<file path="src/rtl/can_integ_pkg.sv">
package can_integ_pkg;

  // Counter commands issued by the control unit to the datapath each cycle.
  typedef struct packed {
    logic clrRun;   // zero the recessive-run counter
    logic incRun;   // add one recessive bit to the run
    logic clrOcc;   // zero the completed-run counter
    logic incOcc;   // add one completed run
  } integ_cmd_t;

endpackage

</file>
<file path="src/rtl/can_integ_datapath.sv">
module can_integ_datapath
  import can_integ_pkg::*;
#(
  parameter int RUN_LEN       = 11,
  parameter int RECOVERY_RUNS = 128,
  localparam int RUN_W        = $clog2(RUN_LEN + 1),
  localparam int OCC_W        = $clog2(RECOVERY_RUNS + 1)
) (
  input  logic             clk,
  input  logic             rstN,
  input  integ_cmd_t       cmd,
  output logic [RUN_W-1:0] runCnt,
  output logic [OCC_W-1:0] occCnt,
  output logic             runAtEnd,
  output logic             occAtEnd
);

  localparam logic [RUN_W-1:0] RUN_LAST = RUN_W'(RUN_LEN - 1);
  localparam logic [OCC_W-1:0] OCC_LAST = OCC_W'(RECOVERY_RUNS - 1);

  // Recessive-run counter: counts strobed recessive bits of the current run.
  always_ff @(posedge clk or negedge rstN) begin
    if (!rstN) begin
      runCnt <= '0;
    end else if (cmd.clrRun) begin
      runCnt <= '0;
    end else if (cmd.incRun) begin
      runCnt <= runCnt + 1'b1;
    end
  end

  // Occurrence counter: counts completed runs during bus-off recovery.
  always_ff @(posedge clk or negedge rstN) begin
    if (!rstN) begin
      occCnt <= '0;
    end else if (cmd.clrOcc) begin
      occCnt <= '0;
    end else if (cmd.incOcc) begin
      occCnt <= occCnt + 1'b1;
    end
  end

  // The next recessive bit would complete a run / the next run completes recovery.
  assign runAtEnd = (runCnt == RUN_LAST);
  assign occAtEnd = (occCnt == OCC_LAST);

endmodule

</file>
<file path="src/rtl/can_integ_ctrl.sv">
module can_integ_ctrl
  import can_integ_pkg::*;
(
  input  logic       clk,
  input  logic       rstN,
  input  logic       bitStrobe,
  input  logic       rxBit,
  input  logic       initActive,
  input  logic       restart,
  input  logic       busOff,
  input  logic       runAtEnd,
  input  logic       occAtEnd,
  output integ_cmd_t cmd,
  output logic       synced,
  output logic       recoveryDone
);

  logic busOffQ;
  logic busOffRise;
  logic abortSearch;
  logic stepBit;
  logic runHit;
  logic recoverHit;
  logic syncNext;

  assign busOffRise  = busOff & ~busOffQ;
  // Any of these throws away the search state and the synchronized flag.
  assign abortSearch = initActive | restart | busOffRise;
  // A bit is evaluated only on a strobe, while still searching, and not aborted.
  assign stepBit     = bitStrobe & ~synced & ~abortSearch;
  assign runHit      = stepBit & rxBit & runAtEnd;
  assign recoverHit  = runHit & busOff & occAtEnd;

  always_comb begin
    cmd.clrRun = abortSearch | synced | (stepBit & (~rxBit | runAtEnd));
    cmd.incRun = stepBit & rxBit & ~runAtEnd;
    cmd.clrOcc = abortSearch | synced | ~busOff | recoverHit;
    cmd.incOcc = runHit & busOff & ~occAtEnd;
  end

  always_comb begin
    if (abortSearch) begin
      syncNext = 1'b0;
    end else if (runHit && (!busOff || occAtEnd)) begin
      syncNext = 1'b1;
    end else begin
      syncNext = synced;
    end
  end

  always_ff @(posedge clk or negedge rstN) begin
    if (!rstN) begin
      busOffQ      <= 1'b0;
      synced       <= 1'b0;
      recoveryDone <= 1'b0;
    end else begin
      busOffQ      <= busOff;
      synced       <= syncNext;
      recoveryDone <= recoverHit;
    end
  end

endmodule

</file>
<file path="src/rtl/can_bus_integrator.sv">
module can_bus_integrator
  import can_integ_pkg::*;
#(
  parameter int RUN_LEN       = 11,
  parameter int RECOVERY_RUNS = 128
) (
  input  logic clk,
  input  logic rstN,
  input  logic bitStrobe,
  input  logic rxBit,
  input  logic initActive,
  input  logic restart,
  input  logic busOff,
  output logic synced,
  output logic recoveryDone
);

  localparam int RUN_W = $clog2(RUN_LEN + 1);
  localparam int OCC_W = $clog2(RECOVERY_RUNS + 1);

  integ_cmd_t       cmd;
  logic [RUN_W-1:0] runCnt;
  logic [OCC_W-1:0] occCnt;
  logic             runAtEnd;
  logic             occAtEnd;

  can_integ_ctrl u_ctrl (
    .clk          (clk),
    .rstN         (rstN),
    .bitStrobe    (bitStrobe),
    .rxBit        (rxBit),
    .initActive   (initActive),
    .restart      (restart),
    .busOff       (busOff),
    .runAtEnd     (runAtEnd),
    .occAtEnd     (occAtEnd),
    .cmd          (cmd),
    .synced       (synced),
    .recoveryDone (recoveryDone)
  );

  can_integ_datapath #(
    .RUN_LEN       (RUN_LEN),
    .RECOVERY_RUNS (RECOVERY_RUNS)
  ) u_dp (
    .clk      (clk),
    .rstN     (rstN),
    .cmd      (cmd),
    .runCnt   (runCnt),
    .occCnt   (occCnt),
    .runAtEnd (runAtEnd),
    .occAtEnd (occAtEnd)
  );

endmodule

</file>
<file path="config.mk">
export PLATFORM = sky130hd
export DESIGN_NAME = can_bus_integrator
export DESIGN_NICKNAME = d
export VERILOG_FILES = /design/src/rtl/can_integ_pkg.sv /design/src/rtl/can_integ_datapath.sv /design/src/rtl/can_integ_ctrl.sv /design/src/rtl/can_bus_integrator.sv
export SDC_FILE = /design/constraint.sdc
export NUM_CORES = 1
export LEC_CHECK = 0
export BUFFER_PORTS_ARGS = -buffer_cell sky130_fd_sc_hd__buf_2
export CORE_UTILIZATION = 59
export DETAILED_ROUTE_END_ITERATION = 10
export GPL_TIMING_DRIVEN = 1
export PLACE_DENSITY = 0.76
export SLEW_MARGIN = 20
export SYNTH_ARGS = -nofsm -noshare
export SYNTH_HDL_FRONTEND = slang
export SYNTH_SLANG_ARGS = --single-unit
</file>
<file path="constraint.sdc">
create_clock -name clk -period 3.66 [get_ports clk]
set_input_delay 0 -clock clk [delete_from_list [all_inputs] [get_ports clk]]
set_output_delay 0 -clock clk [all_outputs]
set_load 0.01 [all_outputs]
</file>
# Word-level counts from Yosys, hierarchy flattened
# Index checks and enable logic that the tools add are counted.
# word_totals
register_bits	15
latch_bits	0
ram_bits	0
romBits	0
word_cells	45
memories	0
# op_classes
add_sub_neg	2
multipliers	0
n_div	0
n_lt_le_gt_ge	0
n_eq_ne	2
shift	0
muxes	6
bitwise	24
n_reduce_logical	6
# op_table
cell	count
$mux 8	2
$and 1x1->1	10
$add 8x1->8 const B	1
$eq 8x7->1 const B	1
$mux 4	2
$not 1->1	7
$or 1x1->1	7
$reduce_bool 2->1	3
$add 4x1->4 const B	1
$eq 4x4->1 const B	1
$mux 1	2
$logic_and 1x1->1	1
$logic_not 1->1	1
$logic_or 1x1->1	1

# Logic depth before layout (Yosys ltp)
# Gate-level depths: netlist of run 1.
# depth
ltp_word	11
mapped_depth	7
ltp_nobuf	6

# Cells and area by module
# From an unflattened synthesis of run 1, not the netlist that was laid out.
# hier_totals
cells_unflattened	78
hier_area_um2	783.3
# by_module_without_submodules
mod	instances	cells_per_inst	area_each_um2	seq_area_each_um2
can_integ_datapath	1	59	598.1	300.3
can_integ_ctrl	1	19	185.2	75.1

# Worst setup path after synthesis of run 1
# OpenSTA, ideal clock, no wires.
# synth_path
path_kind	register to register
start	register u_dp.runCnt[0]
end	register u_dp.occCnt[0]
setup_time_ns	0.081
arrival_ns	1.501
t_required_ns	3.579
setup_slack_ns	2.078
path_stages_with_launch	8
n_path_buf	1
cell_sequence	dfrtp_1 inv_1 ha_1 nand3b_4 or2_1 clkbuf_2 or3_1 a21oi_1
# synth_via
elab_chain_cells	6
word_cells_on_any_way	8
classes_between	1 x eq/ne; 1 x mux; 5 x bitwise; 1 x reduce/logical
# synth_rtl
item	line_no	text
start: declaration	can_integ_datapath.sv:12	output logic [RUN_W-1:0] runCnt,
start signal: assignment	can_integ_datapath.sv:28	runCnt <= runCnt + 1'b1;
$eq 4x4->1 *	can_integ_datapath.sv:44	assign runAtEnd = (runCnt == RUN_LAST);
$and 1x1->1 *	can_integ_ctrl.sv:31	assign runHit = stepBit & rxBit & runAtEnd;
$and 1x1->1 *	can_integ_ctrl.sv:32, can_integ_ctrl.sv:38	
$and 1x1->1	can_integ_ctrl.sv:32	assign recoverHit = runHit & busOff & occAtEnd;
$or 1x1->1	can_integ_ctrl.sv:37	cmd.clrOcc = abortSearch | synced | ~busOff | recoverHit;
$mux 8 or $reduce_bool 2->1 (tied branches)	n/a	
end signal: assignment	can_integ_datapath.sv:39	occCnt <= occCnt + 1'b1;
end: declaration	can_integ_datapath.sv:13	output logic [OCC_W-1:0] occCnt,
# Mark *: on every way between the ends. The rest lies on a longest branch, timed or not.
# A chain may end at the register's enable or synchronous reset.

# Final worst setup path of run 1
# layout_path
start	register u_dp.runCnt[0]
end	register u_ctrl.synced
# layout_via
elab_chain_cells	4
# layout_rtl
item	line_no	text
$eq 4x4->1	can_integ_datapath.sv:44	
$and 1x1->1	can_integ_ctrl.sv:31	
$logic_and 1x1->1	can_integ_ctrl.sv:44	end else if (runHit && (!busOff || occAtEnd)) begin
$reduce_bool 2->1 (no source line)	n/a	
end signal: assignment	can_integ_ctrl.sv:58	synced <= syncNext;
end: declaration	can_integ_ctrl.sv:14	output logic synced,
# No other way between the ends.

==> flow_metrics.tcl, run 1 <==
set metrics [dict create \
    critical_path.top_delay_family "buffers and inverters" \
    io_pins 9 \
    drtAntennaViolNets 0 \
    max_freq_mhz 443 \
    final.period_utilization_pct 61.6 \
    synth_mux_area_share_pct 1.40 \
    wl_per_cell_um 13.8 \
    num_rows 12 \
    syn-cell-area_um2 803 \
    drv_slew 0 \
    cts_resized 0 \
    ys_ff_latch 15 \
    gr-usage-met3_pct 8.67 \
    synth_cells 86 \
    p_per_area_nw_per_um2 299 \
    numCtsBuffers 3 \
    dieWidth_um 38.9 \
    min_path_type "in2reg" \
    synth_compound_area_share_pct 13.6 \
    finalClockSkew_ns 0.00222 \
    first_pass_iters 5 \
    grt_usage_pct 26.4 \
    cp_max_fo 7 \
    busiest_layer "met2" \
    status "completed" \
    comb_power_share_pct 6.5 \
    grt_pass1_vias 613 \
    drive_gt1_share_pct 15.8 \
    portBuffers 8 \
    synth_top_area_share_pct 46.7 \
    rrSetupSlack_ns 1.40 \
    clk_latency_ns 0.28 \
    pwr-share-clk_pct 32.9 \
    maxCapViolations 0 \
    finalPower_uw 276 \
    synth.net_count 96 \
    ir_drop_mv 0.172 \
    p_int_uw 216 \
    net-switching-power_uw 60.1 \
    required_ns 3.88 \
    num_vias 673 \
    start_util_pct 67.7 \
    path_cells "inv_1 -> ha_1 -> nand3b_4 -> nor2_1 -> nor2_1 -> a2111oi_0 -> dlygate4sd3_1" \
    synth_area_leaders "dfrtp_1 47%, a21oi_1 5.0%, nor3_1 5.0%, ha_1 4.7%, nor2_1 4.7%" \
    max_slew.worst_pin.slew_ns 0.494 \
    power_frac_seq_pct 60.6 \
    place_congestion 0.822 \
    grt_max_degree 16 \
    path_common_cell "nor2_1" \
    synth_fa_ha_area_share_pct 4.67 \
    period_needed_ns 2.26 \
    max_stage_delay_ns 0.61 \
    synth-xor-area-share_pct 3.27 \
    critical_path_arrival_ns 2.47 \
    rsz0062_at_grt "no" \
    yosys_warnings 0 \
    final_cell_mix "15 x dfrtp_1, 10 x nor2_1, 8 x nor3_1, 8 x a21oi_1, 8 x buf_2" \
    die_h_um 38.9 \
    tns_ns 0 \
    antenna_found_initial 0 \
    critPathKind "reg2reg" \
    grt.met2_usage_pct 38.8 \
    overflow 0 \
    finalHoldViolCount 0 \
    synth_area_leader_cell "dfrtp_1" \
    worst_setup_hold_path_clk_slew_ns 0.08 \
    cp-start-kind "flop" \
    antenna_cells 0 \
    clkSinkCount 15 \
    max_slew_margin_pct 66.7 \
    routed_via_density 5.85 \
    place_hpwl_um 1120 \
    root_buffer "clkbuf_4" \
    leakage_uw 0.000407 \
    switching_share_pct 21.8 \
    fin_util_pct 77.7 \
    synthToLayoutAreaGrowth_pct 14.8 \
    crit_slowest_cell "dlygate4sd3_1" \
    synth_top_family_by_area "simple AND/OR/NAND/NOR gates" \
    drt-total-wl_um 1590 \
    cts_tree "done" \
    clk_path_buf_depth 2 \
    critPathBufInv 2 \
    final_nets 112 \
    setup_viol 0 \
    syn_area_per_cell_um2 9.34 \
    die_area_um2 1510 \
    remaining_drc_errors 0 \
    coreArea_um2 1190 \
    layout_commonest_cell "dfrtp_1" \
    cts_max_level 1 \
    grt_use_met1_pct 38.3 \
    drtIter0Drc 28 \
    end_kind "flop" \
    grt_pass1_wl_um 2640 \
    yosys.area_share.simple_pct 27.9 \
    ys_types 28 \
    yosysSeqAreaShare_pct 46.7 \
]
==> stage by stage <==
stage / instance area (µm²) / setup WS (ns) / std cells / hold slack, ns
after global placement: 856 / 2.00 / 107 / -0.0849
after CTS: 922 / 1.49 / 115 / 0.0554
after detailed placement: 856 / 1.98 / 107 / -0.0838
final: 922 / 1.40 / 115 / 0.0544
after global routing: 922 / 1.24 / 115 / 0.0655
after floorplan: 803 / 2.08 / 86 / -0.296
==> metal layers <==
| layer | share of wire [%] | vias to the layer above |
|---|---|---|
| li1 | - | 337 |
| met1 | 49 | 318 |
| met2 | 46 | 18 |
| met3 | 5.2 | 0 |
| met4 | 0 | 0 |
| met5 | 0 | - |
==> Yosys cell counts <==
cell,n
and2_2,1
dfrtp_1,15
nor2b_1,1
o21ai_0,4
nor2_1,10
inv_1,4
mux2_2,1
nand2_1,6
o31ai_1,1
a21oi_1,8
xnor2_1,3
or2_1,1
a211oi_1,1
nand4b_1,1
nand3_1,6
a2111oi_0,1
a2bb2oi_1,1
or3b_2,1
nor4_1,1
or3_1,2
a311oi_1,1
ha_1,3
o211ai_1,1
nor3_1,8
nand2_4,1
nand4_1,1
nand3b_4,1
clkbuf_2,1
==> area by class of cell <==
type,count,area [µm²]
clock buffer,4,26.3
tap,14,17.5
timing repair buffer,12,80.1
fill,83,264
sequential,15,375
multi-input combinational,66,408
inverter,4,15.0
==> cell families (layout without fill, tap and decap cells) <==
logic type	Yosys count	count (layout)
simple gates	41	41
compound gates	18	18
flops	15	15
buf+inv	5	20
fa+ha+maj	3	3
xor+xnor	3	3
mux	1	1
==> sequential cells by signal (all words and copies together) (netlist names) <==
register	cells
u_dp.occCnt	8
u_ctrl.busOffQ	1
u_ctrl.synced	1
u_dp.runCnt	4
u_ctrl.recoveryDone	1
==> worst min-delay path, cell delays in order <==
cell and delay (ns):
buf_2 0.14, o211ai_1 0.09, a21oi_1 0.06
==> path summary, 6_finish.rpt <==
kind                                start             end  depth (start not counted)
max                        u_dp.runCnt[0]   u_ctrl.synced                          7
min                                 rxBit  u_dp.runCnt[3]                          3
max reg2reg                u_dp.runCnt[0]   u_ctrl.synced                          7
min reg2reg                u_dp.occCnt[5]  u_dp.occCnt[5]                          1
max in group asynchronous            rstN  u_dp.runCnt[0]                          2
min in group asynchronous            rstN  u_dp.runCnt[3]                          2
==> power by group through the flow <==
stage                     registers, µW  clock network (µW)  logic, µW
after floorplan                     170                   0       5.87
after global placement              170                   0       15.1
after detailed placement            170                   0       15.3
after CTS                           167                93.2       17.8
after global routing                167                 102       20.1
final                               167                90.9       17.9
==> repair_timing <==
item	in CTS	in global routing
hold buffers	4	0
endpoints found under the hold margin	17	0
buffers inserted	0	0
Note: power is estimated with default switching activity, not from simulation.
==> run 2, diff against run 1 <==
ABC_AREA = 1   (was default)
CORE_UTILIZATION = 56   (was 59)
PLACE_DENSITY = 0.72   (was 0.76)
clock period = 2.3 ns   (was 3.66 ns; I/O delays follow)
==> run 2 against run 1 <==
  * Combinational power rose by 100%
  * Synthesized cell count up 33%
  * Final cell count rose by 27%
  * Hold slack gained 0.046 ns
  * Non-clock buffer count up 1
  * Routed wire length up 6.7%
  * First-iteration DRC count shrank 86%
  * Maximum frequency up 59%
  * Critical endpoint is now u_dp.occCnt[6]
==> flow_metrics.tcl, run 2 <==
set metrics [dict create \
    critPathKind "reg2reg" \
    synth-xor-area-share_pct 5.63 \
    synth_flop_cell "dfrtp_1" \
    synth_area_leaders "dfrtp_1 40%, nand2_1 13%, nand3_1 8.6%, nor2_4 4.8%, xor2_1 4.7%" \
    netlist_top_cells_count "33 x nand2_1, 16 x nand3_1, 15 x dfrtp_1, 11 x inv_1, 5 x xor2_1" \
    synth_top_area_share_pct 40.2 \
    whs_path_depth 4 \
    fin_area_um2 1060 \
    antenna_cells 0 \
    die_h_um 42.8 \
    drtAntennaViolNets 0 \
    worst_setup_hold_path_clk_slew_ns 0.09 \
    grt_pass1_wl_um 3150 \
    r2r_start "u_dp.runCnt[0]" \
    final_nets 141 \
    crit_slowest_cell "dfrtp_1" \
    yosys_warnings 0 \
    yosysSeqAreaShare_pct 40.2 \
    cts_setup_buffers 0 \
    setup_viol 0 \
    start_util_pct 61.2 \
    worstHoldEndpoint "u_ctrl.recoveryDone" \
    drtIter0Drc 4 \
    biggestRegsByFlops "u_dp.occCnt (8), u_dp.runCnt (4)" \
    cts_max_level 1 \
    worstHoldStart "restart" \
    grt_usage_pct 22.7 \
    synth_top_family_by_area "simple AND/OR/NAND/NOR gates" \
    synth_mux_area_share_pct 0 \
    synth.most_common_cell "nand2_1" \
    grt_max_degree 16 \
    synth_compound_area_share_pct 6.43 \
    first_pass_iters 4 \
    finalClockSkew_ns 0.00275 \
    pre_cts_ws_ns 0.879 \
    tns_ns 0 \
    layout_commonest_cell "nand2_1" \
    num_rows 14 \
    ir_drop_mv 0.334 \
    place_congestion 0.813 \
    ys_types 24 \
    clkSinkCount 15 \
    dieWidth_um 42.8 \
    synth.net_count 124 \
    finalHoldViolCount 0 \
    max_stage_delay_ns 0.38 \
    root_buffer "clkbuf_4" \
    remaining_drc_errors 0 \
    required_ns 2.48 \
    end_kind "flop" \
    synth_cells 114 \
    max_freq_mhz 704 \
    finalPower_uw 454 \
    period_needed_ns 1.42 \
    synth_edf_count 0 \
    routed_via_density 5.16 \
    r2r_end "u_dp.occCnt[6]" \
    ys_ff_latch 15 \
    clk_latency_ns 0.28 \
    overflow 0 \
    synth_fa_ha_area_share_pct 4.02 \
    setup_ws_ns 0.879 \
    maxCapViolations 0 \
    cts_tree "done" \
    path_cells "inv_1 -> ha_1 -> nand3_2 -> nor2_4 -> nor2_4 -> inv_4 -> nand3_1 -> nand2_1" \
    p_per_area_nw_per_um2 428 \
    async_flop_share_pct 100 \
    final.period_utilization_pct 61.8 \
    synthToLayoutAreaGrowth_pct 13.5 \
    drt-total-wl_um 1690 \
    status "completed" \
    place_hpwl_um 1330 \
    grt_pass1_vias 786 \
    cp-start-kind "flop" \
    max_slew.worst_pin.slew_ns 0.342 \
    die_area_um2 1830 \
    final_cell_mix "33 x nand2_1, 16 x nand3_1, 15 x dfrtp_1" \
    wl_per_cell_um 11.6 \
    max_slew_margin_pct 77.2 \
    postPlaceCellArea_um2 982 \
    num_vias 754 \
    io_pins 9 \
    synth_area_leader_cell "dfrtp_1" \
    drive_gt1_share_pct 23.8 \
    portBuffers 8 \
    drv_slew 0 \
    ff2ff_path_depth 8 \
    fillCellCount 137 \
    rrSetupSlack_ns 0.88 \
    path_common_cell "nor2_4" \
    syn_area_per_cell_um2 8.19 \
    clk_path_buf_depth 2 \
    critPathBufInv 2 \
    antenna_found_initial 0 \
    coreArea_um2 1520 \
    largest_reg_flops 8 \
    numCtsBuffers 3 \
    critical_path_arrival_ns 1.60 \
    min_path_type "in2reg" \
    leakage_uw 0.000535 \
    largest-register "u_dp.occCnt" \
    syn-cell-area_um2 933 \
    cp_max_fo 9 \
    yosys.area_share.simple_pct 35.0 \
    critical_path.top_delay_family "simple AND/OR/NAND/NOR gates" \
    rsz0062_at_grt "no" \
]
## run 2: cell count changes in the layout (fill, tap and decap cells not counted), sizes merged, moves of 2 or more
| cell | before | now |
|---|---|---|
| xor2 | 0 | 5 |
| a21oi | 8 | 2 |
| or3 | 2 | 0 |
| clkinv | 0 | 3 |
| xnor2 | 3 | 1 |
| nand3 | 6 | 18 |
| nor3 | 8 | 1 |
| nand2 | 7 | 34 |
| inv | 4 | 16 |
## run 2: area by class of cell
type / count / area (µm²) / area share, %
multi-input cells: 80 / 477 / 45.0
flip-flops and latches: 15 / 375 / 35.4
repair buffers: 13 / 90.1 / 8.50
inverters: 18 / 70.1 / 6.61
clock buffers: 3 / 22.5 / 2.13
well taps: 16 / 20.0 / 1.89
clock inverters: 1 / 5.00 / 0.472
## run 2: worst max-delay path by stage
stage                     end           start  slack [ns]  depth (start not counted)
2_1_floorplan  u_dp.occCnt[0]  u_dp.runCnt[0]        1.03                          8
3_3_place_gp   u_dp.occCnt[5]  u_dp.runCnt[0]        0.95                          8
3_5_place_dp   u_dp.occCnt[5]  u_dp.runCnt[0]        0.88                          8
4_1_cts        u_dp.occCnt[5]  u_dp.runCnt[0]        0.86                          8
5_1_grt        u_dp.occCnt[6]  u_dp.runCnt[0]        0.76                          8
6_report       u_dp.occCnt[6]  u_dp.runCnt[0]        0.88                          8
## run 2: cells by family after synthesis
group	after synthesis
simple gates	65
xor+xnor	6
flops	15
compound gates	6
buf+inv	19
fa+ha+maj	3
## run 2: per-layer routing
layer | vias up | GRT usage (%) | routed length, µm
li1 | 391 | - | -
met1 | 353 | 25.4 | 764
met2 | 8 | 42.4 | 873
met3 | 2 | 2.55 | 36
met4 | 0 | 9.38 | 20
met5 | - | 0 | 0
## run 2: timing repair
| item | CTS | global route |
|---|---|---|
| setup endpoints to repair | 0 | 0 |
| gates resized for setup | 0 | 0 |
| endpoints found under the hold margin | 18 | 0 |
| hold buffers | 5 | 0 |
## run 2: power by group
| group | switching (µW) | internal [µW] | leakage [µW] |
|---|---|---|---|
| Sequential | 2.08 | 266 | 0.000207 |
| Combinational | 21.6 | 15.0 | 0.000311 |
| Clock | 84.8 | 64.6 | 0.0000177 |
## run 2: tightest hold or removal path, cell delays in order
cell     delay (ns)
buf_2          0.10
nor2_4         0.04
nand4_2        0.13
nor3_1         0.08
## run 2: per-stage QoR
step	util, %	hold slack [ns]	instances
after floorplan	-	-0.296	114
after global placement	64.4	-0.0728	137
after detailed placement	64.4	-0.0765	137
after CTS	69.5	0.0994	146
after global routing	69.5	0.116	146
final	69.5	0.100	146
